## src/rtl/dcc_pkg.sv

```systemverilog
package dcc_pkg;
  localparam int DCC_SET_W     = 5;
  localparam int DCC_SLOT_W    = 5;
  localparam int DCC_SLOTS     = 25;
  localparam int DCC_WORD_W    = 32;
  localparam int DCC_PIX_W     = 20;
  localparam int DCC_CNT_W     = 3;
  localparam int DCC_DIV_W     = 4;
  localparam int DCC_DEF_CHIPS = 6;

  typedef enum logic [2:0] {
    ST_IDLE,
    ST_FETCH,
    ST_PRIME,
    ST_SHIFT,
    ST_LOAD
  } dcc_state_e;
endpackage

```

## src/rtl/dcc_sclk_gen.sv

```systemverilog
module dcc_sclk_gen #(
  parameter int DIV_W = 4
) (
  input  logic             clk,
  input  logic             rst_n,
  input  logic             run_i,
  input  logic [DIV_W-1:0] half_i,
  output logic             sclk_o,
  output logic             rise_o,
  output logic             fall_o
);
  logic [DIV_W-1:0] cnt_q, cnt_d, lim;
  logic             ph_q, ph_d, term;

  assign lim  = half_i - DIV_W'(1);
  assign term = run_i && (cnt_q == lim);

  always_comb begin
    cnt_d = cnt_q;
    ph_d  = ph_q;
    if (!run_i) begin
      cnt_d = '0;
      ph_d  = 1'b0;
    end else if (term) begin
      cnt_d = '0;
      ph_d  = ~ph_q;
    end else begin
      cnt_d = cnt_q + DIV_W'(1);
    end
  end

  always_ff @(posedge clk or negedge rst_n) begin
    if (!rst_n) begin
      cnt_q <= '0;
      ph_q  <= 1'b0;
    end else begin
      cnt_q <= cnt_d;
      ph_q  <= ph_d;
    end
  end

  assign sclk_o = ph_q;
  assign rise_o = term && !ph_q;
  assign fall_o = term && ph_q;

  // phase counter never passes the programmed half period
  assert_half_bound_R6: assert property (@(posedge clk) disable iff (!rst_n)
    run_i |-> (cnt_q < half_i));
endmodule

```

## src/rtl/dcc_addr_seq.sv

```systemverilog
module dcc_addr_seq #(
  parameter int SET_W  = 5,
  parameter int SLOT_W = 5,
  parameter int CNT_W  = 3,
  parameter int SLOTS  = 25
) (
  input  logic                    clk,
  input  logic                    rst_n,
  input  logic                    init_i,
  input  logic [SET_W-1:0]        set_i,
  input  logic [CNT_W-1:0]        chips_i,
  input  logic                    step_i,
  output logic [SET_W+SLOT_W-1:0] addr_o,
  output logic                    first_slot_o,
  output logic                    last_o
);
  logic [SET_W-1:0]  blk_q, blk_d;
  logic [SLOT_W-1:0] slot_q, slot_d;
  logic [CNT_W-1:0]  chip_q, chip_d, nch_q, nch_d;
  logic              slot_end;

  assign slot_end = (slot_q == SLOT_W'(SLOTS - 1));

  always_comb begin
    blk_d  = blk_q;
    slot_d = slot_q;
    chip_d = chip_q;
    nch_d  = nch_q;
    if (init_i) begin
      blk_d  = set_i;
      slot_d = '0;
      chip_d = '0;
      nch_d  = chips_i;
    end else if (step_i) begin
      if (slot_end) begin
        slot_d = '0;
        blk_d  = blk_q + SET_W'(1);
        chip_d = chip_q + CNT_W'(1);
      end else begin
        slot_d = slot_q + SLOT_W'(1);
      end
    end
  end

  always_ff @(posedge clk or negedge rst_n) begin
    if (!rst_n) begin
      blk_q  <= '0;
      slot_q <= '0;
      chip_q <= '0;
      nch_q  <= CNT_W'(1);
    end else begin
      blk_q  <= blk_d;
      slot_q <= slot_d;
      chip_q <= chip_d;
      nch_q  <= nch_d;
    end
  end

  assign addr_o       = {blk_q, slot_q};
  assign first_slot_o = (slot_q == '0);
  assign last_o       = slot_end && (chip_q == nch_q - CNT_W'(1));

  // slot index stays inside the used part of a chip block
  assert_slot_range_R3: assert property (@(posedge clk) disable iff (!rst_n)
    slot_q < SLOT_W'(SLOTS));
  // the chip index never runs past the captured chain length
  assert_chip_range_R5: assert property (@(posedge clk) disable iff (!rst_n)
    (step_i && !init_i) |-> (chip_q < nch_q));
endmodule

```

## src/rtl/dcc_shifter.sv

```systemverilog
module dcc_shifter #(
  parameter int WORD_W = 32,
  parameter int PIX_W  = 20
) (
  input  logic              clk,
  input  logic              rst_n,
  input  logic              load_i,
  input  logic              wide_i,
  input  logic [WORD_W-1:0] word_i,
  input  logic              rise_i,
  input  logic              fall_i,
  input  logic              clear_i,
  input  logic              sdi_i,
  output logic              sdo_o,
  output logic [WORD_W-1:0] rx_o,
  output logic              last_bit_o
);
  localparam int LEFT_W = $clog2(WORD_W + 1);
  localparam int PAD    = WORD_W - PIX_W;

  logic [WORD_W-1:0] tx_q, tx_d, rx_q, rx_d;
  logic [LEFT_W-1:0] left_q, left_d;

  always_comb begin
    tx_d   = tx_q;
    rx_d   = rx_q;
    left_d = left_q;
    if (clear_i) begin
      tx_d   = '0;
      left_d = '0;
    end else if (load_i) begin
      tx_d   = wide_i ? word_i : (word_i << PAD);
      rx_d   = '0;
      left_d = wide_i ? LEFT_W'(WORD_W) : LEFT_W'(PIX_W);
    end else begin
      if (rise_i) rx_d = {rx_q[WORD_W-2:0], sdi_i};
      if (fall_i) begin
        tx_d   = {tx_q[WORD_W-2:0], 1'b0};
        left_d = left_q - LEFT_W'(1);
      end
    end
  end

  always_ff @(posedge clk or negedge rst_n) begin
    if (!rst_n) begin
      tx_q   <= '0;
      rx_q   <= '0;
      left_q <= '0;
    end else begin
      tx_q   <= tx_d;
      rx_q   <= rx_d;
      left_q <= left_d;
    end
  end

  assign sdo_o      = tx_q[WORD_W-1];
  assign rx_o       = rx_q;
  assign last_bit_o = (left_q == LEFT_W'(1));

  // a falling edge only happens while bits remain in the word
  assert_no_underrun_R3: assert property (@(posedge clk) disable iff (!rst_n)
    fall_i |-> (left_q != '0));
endmodule

```

## src/rtl/daisy_cfg_ctrl.sv

```systemverilog
module daisy_cfg_ctrl
  import dcc_pkg::*;
#(
  parameter int SET_W     = DCC_SET_W,
  parameter int SLOT_W    = DCC_SLOT_W,
  parameter int SLOTS     = DCC_SLOTS,
  parameter int WORD_W    = DCC_WORD_W,
  parameter int PIX_W     = DCC_PIX_W,
  parameter int CNT_W     = DCC_CNT_W,
  parameter int DIV_W     = DCC_DIV_W,
  parameter int DEF_CHIPS = DCC_DEF_CHIPS,
  localparam int ADDR_W   = SET_W + SLOT_W
) (
  input  logic              clk,
  input  logic              rst_n,
  input  logic              start_i,
  input  logic [SET_W-1:0]  set_sel_i,
  input  logic [CNT_W-1:0]  chip_cnt_i,
  input  logic [DIV_W-1:0]  clk_div_i,
  output logic              cfg_rd_en_o,
  output logic [ADDR_W-1:0] cfg_rd_addr_o,
  input  logic [WORD_W-1:0] cfg_rd_data_i,
  output logic              rb_wr_en_o,
  output logic [ADDR_W-1:0] rb_wr_addr_o,
  output logic [WORD_W-1:0] rb_wr_data_o,
  output logic              sclk_o,
  output logic              sdo_o,
  input  logic              sdi_i,
  output logic              load_o,
  output logic              busy_o
);
  // reset: asserted asynchronously, released on a clock edge
  logic rst_s1, rst_int_n;
  always_ff @(posedge clk or negedge rst_n) begin
    if (!rst_n) begin
      rst_s1    <= 1'b0;
      rst_int_n <= 1'b0;
    end else begin
      rst_s1    <= 1'b1;
      rst_int_n <= rst_s1;
    end
  end

  dcc_state_e        state_q, state_d;
  logic [DIV_W-1:0]  div_q, div_d, div_eff;
  logic [CNT_W-1:0]  cnt_eff;
  logic              seq_init, seq_step, seq_first, seq_last;
  logic              sh_load, sh_clear, sh_last;
  logic              run, rise, fall;
  logic [ADDR_W-1:0] addr;
  logic [WORD_W-1:0] rx_word;

  assign div_eff = (clk_div_i == '0) ? DIV_W'(1) : clk_div_i;
  assign cnt_eff = (chip_cnt_i == '0) ? CNT_W'(DEF_CHIPS) : chip_cnt_i;

  always_comb begin
    state_d     = state_q;
    div_d       = div_q;
    seq_init    = 1'b0;
    seq_step    = 1'b0;
    sh_load     = 1'b0;
    sh_clear    = 1'b0;
    run         = 1'b0;
    cfg_rd_en_o = 1'b0;
    rb_wr_en_o  = 1'b0;
    load_o      = 1'b0;
    unique case (state_q)
      ST_IDLE: begin
        if (start_i) begin
          seq_init = 1'b1;
          div_d    = div_eff;
          state_d  = ST_FETCH;
        end
      end
      ST_FETCH: begin
        cfg_rd_en_o = 1'b1;
        state_d     = ST_PRIME;
      end
      ST_PRIME: begin
        sh_load = 1'b1;
        state_d = ST_SHIFT;
      end
      ST_SHIFT: begin
        run = 1'b1;
        if (fall && sh_last) begin
          rb_wr_en_o = 1'b1;
          seq_step   = 1'b1;
          state_d    = seq_last ? ST_LOAD : ST_FETCH;
        end
      end
      ST_LOAD: begin
        load_o   = 1'b1;
        sh_clear = 1'b1;
        state_d  = ST_IDLE;
      end
      default: state_d = ST_IDLE;
    endcase
  end

  always_ff @(posedge clk or negedge rst_int_n) begin
    if (!rst_int_n) begin
      state_q <= ST_IDLE;
      div_q   <= DIV_W'(1);
    end else begin
      state_q <= state_d;
      if (seq_init) div_q <= div_d;
    end
  end

  dcc_sclk_gen #(.DIV_W(DIV_W)) u_sclk (
    .clk    (clk),
    .rst_n  (rst_int_n),
    .run_i  (run),
    .half_i (div_q),
    .sclk_o (sclk_o),
    .rise_o (rise),
    .fall_o (fall)
  );

  dcc_addr_seq #(
    .SET_W  (SET_W),
    .SLOT_W (SLOT_W),
    .CNT_W  (CNT_W),
    .SLOTS  (SLOTS)
  ) u_seq (
    .clk          (clk),
    .rst_n        (rst_int_n),
    .init_i       (seq_init),
    .set_i        (set_sel_i),
    .chips_i      (cnt_eff),
    .step_i       (seq_step),
    .addr_o       (addr),
    .first_slot_o (seq_first),
    .last_o       (seq_last)
  );

  dcc_shifter #(.WORD_W(WORD_W), .PIX_W(PIX_W)) u_shift (
    .clk        (clk),
    .rst_n      (rst_int_n),
    .load_i     (sh_load),
    .wide_i     (seq_first),
    .word_i     (cfg_rd_data_i),
    .rise_i     (rise),
    .fall_i     (fall),
    .clear_i    (sh_clear),
    .sdi_i      (sdi_i),
    .sdo_o      (sdo_o),
    .rx_o       (rx_word),
    .last_bit_o (sh_last)
  );

  assign cfg_rd_addr_o = addr;
  assign rb_wr_addr_o  = addr;
  assign rb_wr_data_o  = rx_word;
  assign busy_o        = (state_q != ST_IDLE);

  // outgoing data holds while the serial clock is high
  assert_sdo_stable_R6: assert property (@(posedge clk) disable iff (!rst_int_n)
    (sclk_o && $past(sclk_o)) |-> $stable(sdo_o));
  // the load pulse is one cycle and is followed by idle
  assert_load_ends_R8: assert property (@(posedge clk) disable iff (!rst_int_n)
    load_o |=> (!busy_o && !load_o));
  // idle means no serial or memory activity
  assert_idle_quiet_R8: assert property (@(posedge clk) disable iff (!rst_int_n)
    !busy_o |-> (!sclk_o && !rb_wr_en_o && !cfg_rd_en_o));
  // load only happens inside a busy transfer
  assert_busy_load_R2: assert property (@(posedge clk) disable iff (!rst_int_n)
    load_o |-> busy_o);
  // busy only rises after a start strobe
  assert_start_busy_R2: assert property (@(posedge clk) disable iff (!rst_int_n)
    $rose(busy_o) |-> $past(start_i));
  // readback writes land inside a used slot
  assert_rb_slot_R7: assert property (@(posedge clk) disable iff (!rst_int_n)
    rb_wr_en_o |-> (rb_wr_addr_o[SLOT_W-1:0] < SLOT_W'(SLOTS)));
endmodule

```

## config.mk

```make
export PLATFORM = sky130hd
export DESIGN_NAME = daisy_cfg_ctrl
export DESIGN_NICKNAME = d
export VERILOG_FILES = /design/src/rtl/dcc_pkg.sv /design/src/rtl/dcc_sclk_gen.sv /design/src/rtl/dcc_addr_seq.sv /design/src/rtl/dcc_shifter.sv /design/src/rtl/daisy_cfg_ctrl.sv
export SDC_FILE = /design/constraint.sdc
export NUM_CORES = 1
export LEC_CHECK = 0
export BUFFER_PORTS_ARGS = -buffer_cell sky130_fd_sc_hd__buf_2
export CAP_MARGIN = 20
export CORE_UTILIZATION = 52
export DETAILED_ROUTE_END_ITERATION = 10
export PLACE_DENSITY = 0.86
export SLEW_MARGIN = 20
export SYNTH_ARGS = -nofsm -noshare
export SYNTH_HDL_FRONTEND = slang
export SYNTH_SLANG_ARGS = --single-unit
```

## constraint.sdc

```tcl
create_clock -name clk -period 4.25 [get_ports clk]
set_input_delay 0.2125 -clock clk [delete_from_list [all_inputs] [get_ports clk]]
set_output_delay 0.2125 -clock clk [all_outputs]
set_load 0.01 [all_outputs]
```

==> results by group <==
Detailed routing
  • First-pass DRT Iterations: 4
  • Vias/cell: 5.44
  • Total number of vias: 4033
  • Detailed Route Iter0 Violations: 161
  • Post-route ant nets: 0
  • Routed WL: 10600 um
  • Post-detailed-route wirelength per cell: 14.3 um
  • Post-route DRC: 0

Clock network
  • Clock Tree Buf Depth: 2
  • Root Buffer Master: clkbuf_8
  • H-tree lvl count: 3
  • Clk_lat worst skew: 0.37 ns
  • CTS Buf Count: 9
  • CTS sink cnt: 100
  • CTS tree: done
  • Post-CTS Setup Repair Bufs: 0
  • Clock slew at reported path FFs: 0.11 ns

Logic synthesis
  • Ranking of synthesized cells by area: dfrtp_1, nand2_1, o21ai_0
  • EDFF count, synth: 0
  • Mapped Area: 5010 um2
  • FFs w/ async S/R, synth: 100%
  • Main synth FF type: dfrtp_1
  • Cell with the most instances after synthesis: nand2_1
  • Yosys warns: 0
  • Synth area leader: dfrtp_1
  • Yosys cell types: 58
  • Number of synthesized register bits: 100
  • Avg Cell Area, Syn: 9.46 um2
  • Top cell type's share of synthesized area: 48.9%
  • Cell count after synthesis: 530
  • Sequential area share after synthesis: 50.0%
  • Syn nets: 587
  • Post-synth top cells: nand2_1, dfrtp_1, o21ai_0

Finish
  • Layout cell share with drive strength beyond 1: 24.3%
  • Fill cell count: 785
  • Register Area: 2510 um2
  • Area Overhead vs Synth: 14.1%
  • NumNets Final: 664
  • Multi-input gate area: 2230 um2
  • Antenna Cells: 0

STA
  • Worst-case clock skew: 0.0133 ns
  • RSZ-0062 raised after global routing: no
  • Period utilization: 67.6%
  • Maximum clock rate: 348 MHz
  • Fin Setup TNS: 0 ns
  • Max-slew headroom: 33.3%
  • Least-Margin Pin Slew: 1.00 ns
  • # setup viols final: 0
  • Hold Slack: 0.0435 ns
  • Clock period minus final worst setup slack: 2.87 ns
  • Final Max Tran Viols: 0
  • Final Hold Vio Count: 0

Global routing
  • Vias in the first global route: 3911
  • Global-route wire length before repair: 17900 um
  • GRT overflow: 0
  • Largest net degree at the start of global routing: 66
  • Initial antenna violation count: 0
  • Total GRT Usage: 22.3%

Power
  • Static Leak: 0.00266 uW
  • Sw frac: 36.0%
  • Sw Pwr: 1030 uW
  • Internal cell power: 1830 uW
  • Comb power frac: 29.7%
  • Max VDD drop: 0.221 mV
  • Clock power share: 20.8%
  • PwrDens: 498 nW/um2
  • Reg power frac: 49.5%

Floorplanning
  • Horiz. Die Dim: 100 um
  • Row count: 35
  • Initial Utilization: 54.0%
  • IO Pins: 106
  • Die Ht: 100 um
  • DIE AREA: 10000 um2
  • Core area: 9280 um2

Critical path
  • Startpoint types: register
  • Critical path class: reg2reg
  • Worst setup EP type: register
  • Flop2flop setup slack: 1.38 ns
  • Crit path DAT: 3.12 ns
  • Reg2reg start: div_q[0]
  • WP data required: 4.50 ns
  • Crit path max fanout: 44
  • Critical path launch point: div_q[0]

Placement
  • Port bufs: 105
  • GPL Wtd Cong: 0.839
  • Final HPWL DP: 7420 um

Min path
  • Hold Crit Class: in2reg
  • Worst hold start: sdi_i

Run
  • Maximum capacitance violations: 0

Status
  • Run status: completed
==> repair_timing <==
item | CTS | global route
hold endpoints to repair | 2 | 0
resized for setup | 0 | 0
hold buffers | 1 | 0
==> metal layers <==
layer	part of all wire [%]	global-route usage [%]	vias up	wire, um
li1	-	-	1966	-
met1	44	28.2	1961	4620
met2	51	39.3	95	5440
met3	4.0	3.41	11	421
met4	1.1	7.02	0	116
met5	0	0	-	0
==> critical path, cell delays in order, from the launching register on <==
cell,delay [ns]
dfstp_2,0.56
inv_1,0.06
ha_1,0.30
xor2_1,0.17
and4_1,0.31
a31oi_4,0.86
buf_4,0.36
o21ai_0,0.12
==> cells by family (layout without fill, tap and decap cells) <==
kind of cell | Yosys count | count (layout) | synth area share [%]
compound gates | 133 | 133 | 16.5
xor+xnor | 18 | 18 | 3.44
fa+ha+maj | 9 | 9 | 2.25
buf+inv | 61 | 143 | 6.01
flops | 100 | 100 | 50.0
mux | 19 | 19 | 3.92
other cells | 1 | 1 | 0.0748
simple gates | 189 | 189 | 17.9
==> worst paths after layout <==
kind / endpoint / cells after the start
setup / recovery: u_shift.tx_q[4] / 7
hold / removal: u_shift.rx_o[0] / 3
setup reg to reg: u_shift.tx_q[4] / 7
hold reg to reg: rst_int_n / 0
max in group asynchronous: u_shift.left_q[1] / 1
min in group asynchronous: rst_int_n / 2
==> power groups by stage <==
stage / Clock [uW] / Combinational, uW / Sequential (uW)
floorplan: 0 / 649 / 1410
global placement: 0 / 808 / 1410
detailed placement: 0 / 854 / 1430
CTS: 608 / 855 / 1410
global route: 648 / 979 / 1450
finish: 593 / 846 / 1410
==> layout by cell type (no fill, tap or decap), types with 9 or more instances in the layout <==
master / netlist / final
o21ai_0: 60 / 60
dfrtp_1: 98 / 97
o31ai_1: 12 / 12
nand3_1: 9 / 9
nor2_1: 31 / 31
ha_1: 9 / 9
buf_2: 15 / 105
a21oi_1: 21 / 21
clkbuf_8: 0 / 10
nand2_1: 102 / 102
xor2_1: 13 / 13
inv_1: 16 / 16
mux2i_1: 14 / 14
a22oi_1: 15 / 15
==> cell type report <==
| cell class | count | share of cell area [%] |
|---|---|---|
| well taps | 129 | 2.82 |
| clock buffers | 10 | 2.41 |
| flip-flops and latches | 100 | 43.9 |
| repair buffers | 111 | 10.0 |
| inverters | 16 | 1.05 |
| multi-input cells | 369 | 38.9 |
| clock inverters | 6 | 0.941 |
==> through the flow <==
step / worst slack, ns / cells / total power (uW) / area [um2] / util (%)
floorplan: 1.26 / 530 / 2060 / 5010 / -
global placement: 1.49 / 724 / 2220 / 5510 / 59.4
detailed placement: 1.41 / 724 / 2280 / 5510 / 59.4
CTS: 1.39 / 741 / 2870 / 5720 / 61.6
global route: 1.15 / 741 / 3070 / 5720 / 61.6
finish: 1.38 / 741 / 2850 / 5720 / 61.6
==> state kept, by name, summed over array words and instances (netlist names) <==
register,count
u_sclk.sclk_o,1
state_q,3
u_shift.tx_q,32
u_seq.slot_q,5
rst_int_n,1
u_sclk.cnt_q,4
u_seq.nch_q,3
div_q,4
rst_s1,1
u_shift.left_q,6
u_seq.blk_q,5
u_shift.rx_o,32
u_seq.chip_q,3
No activity file was read; power rests on OpenSTA's default activity.
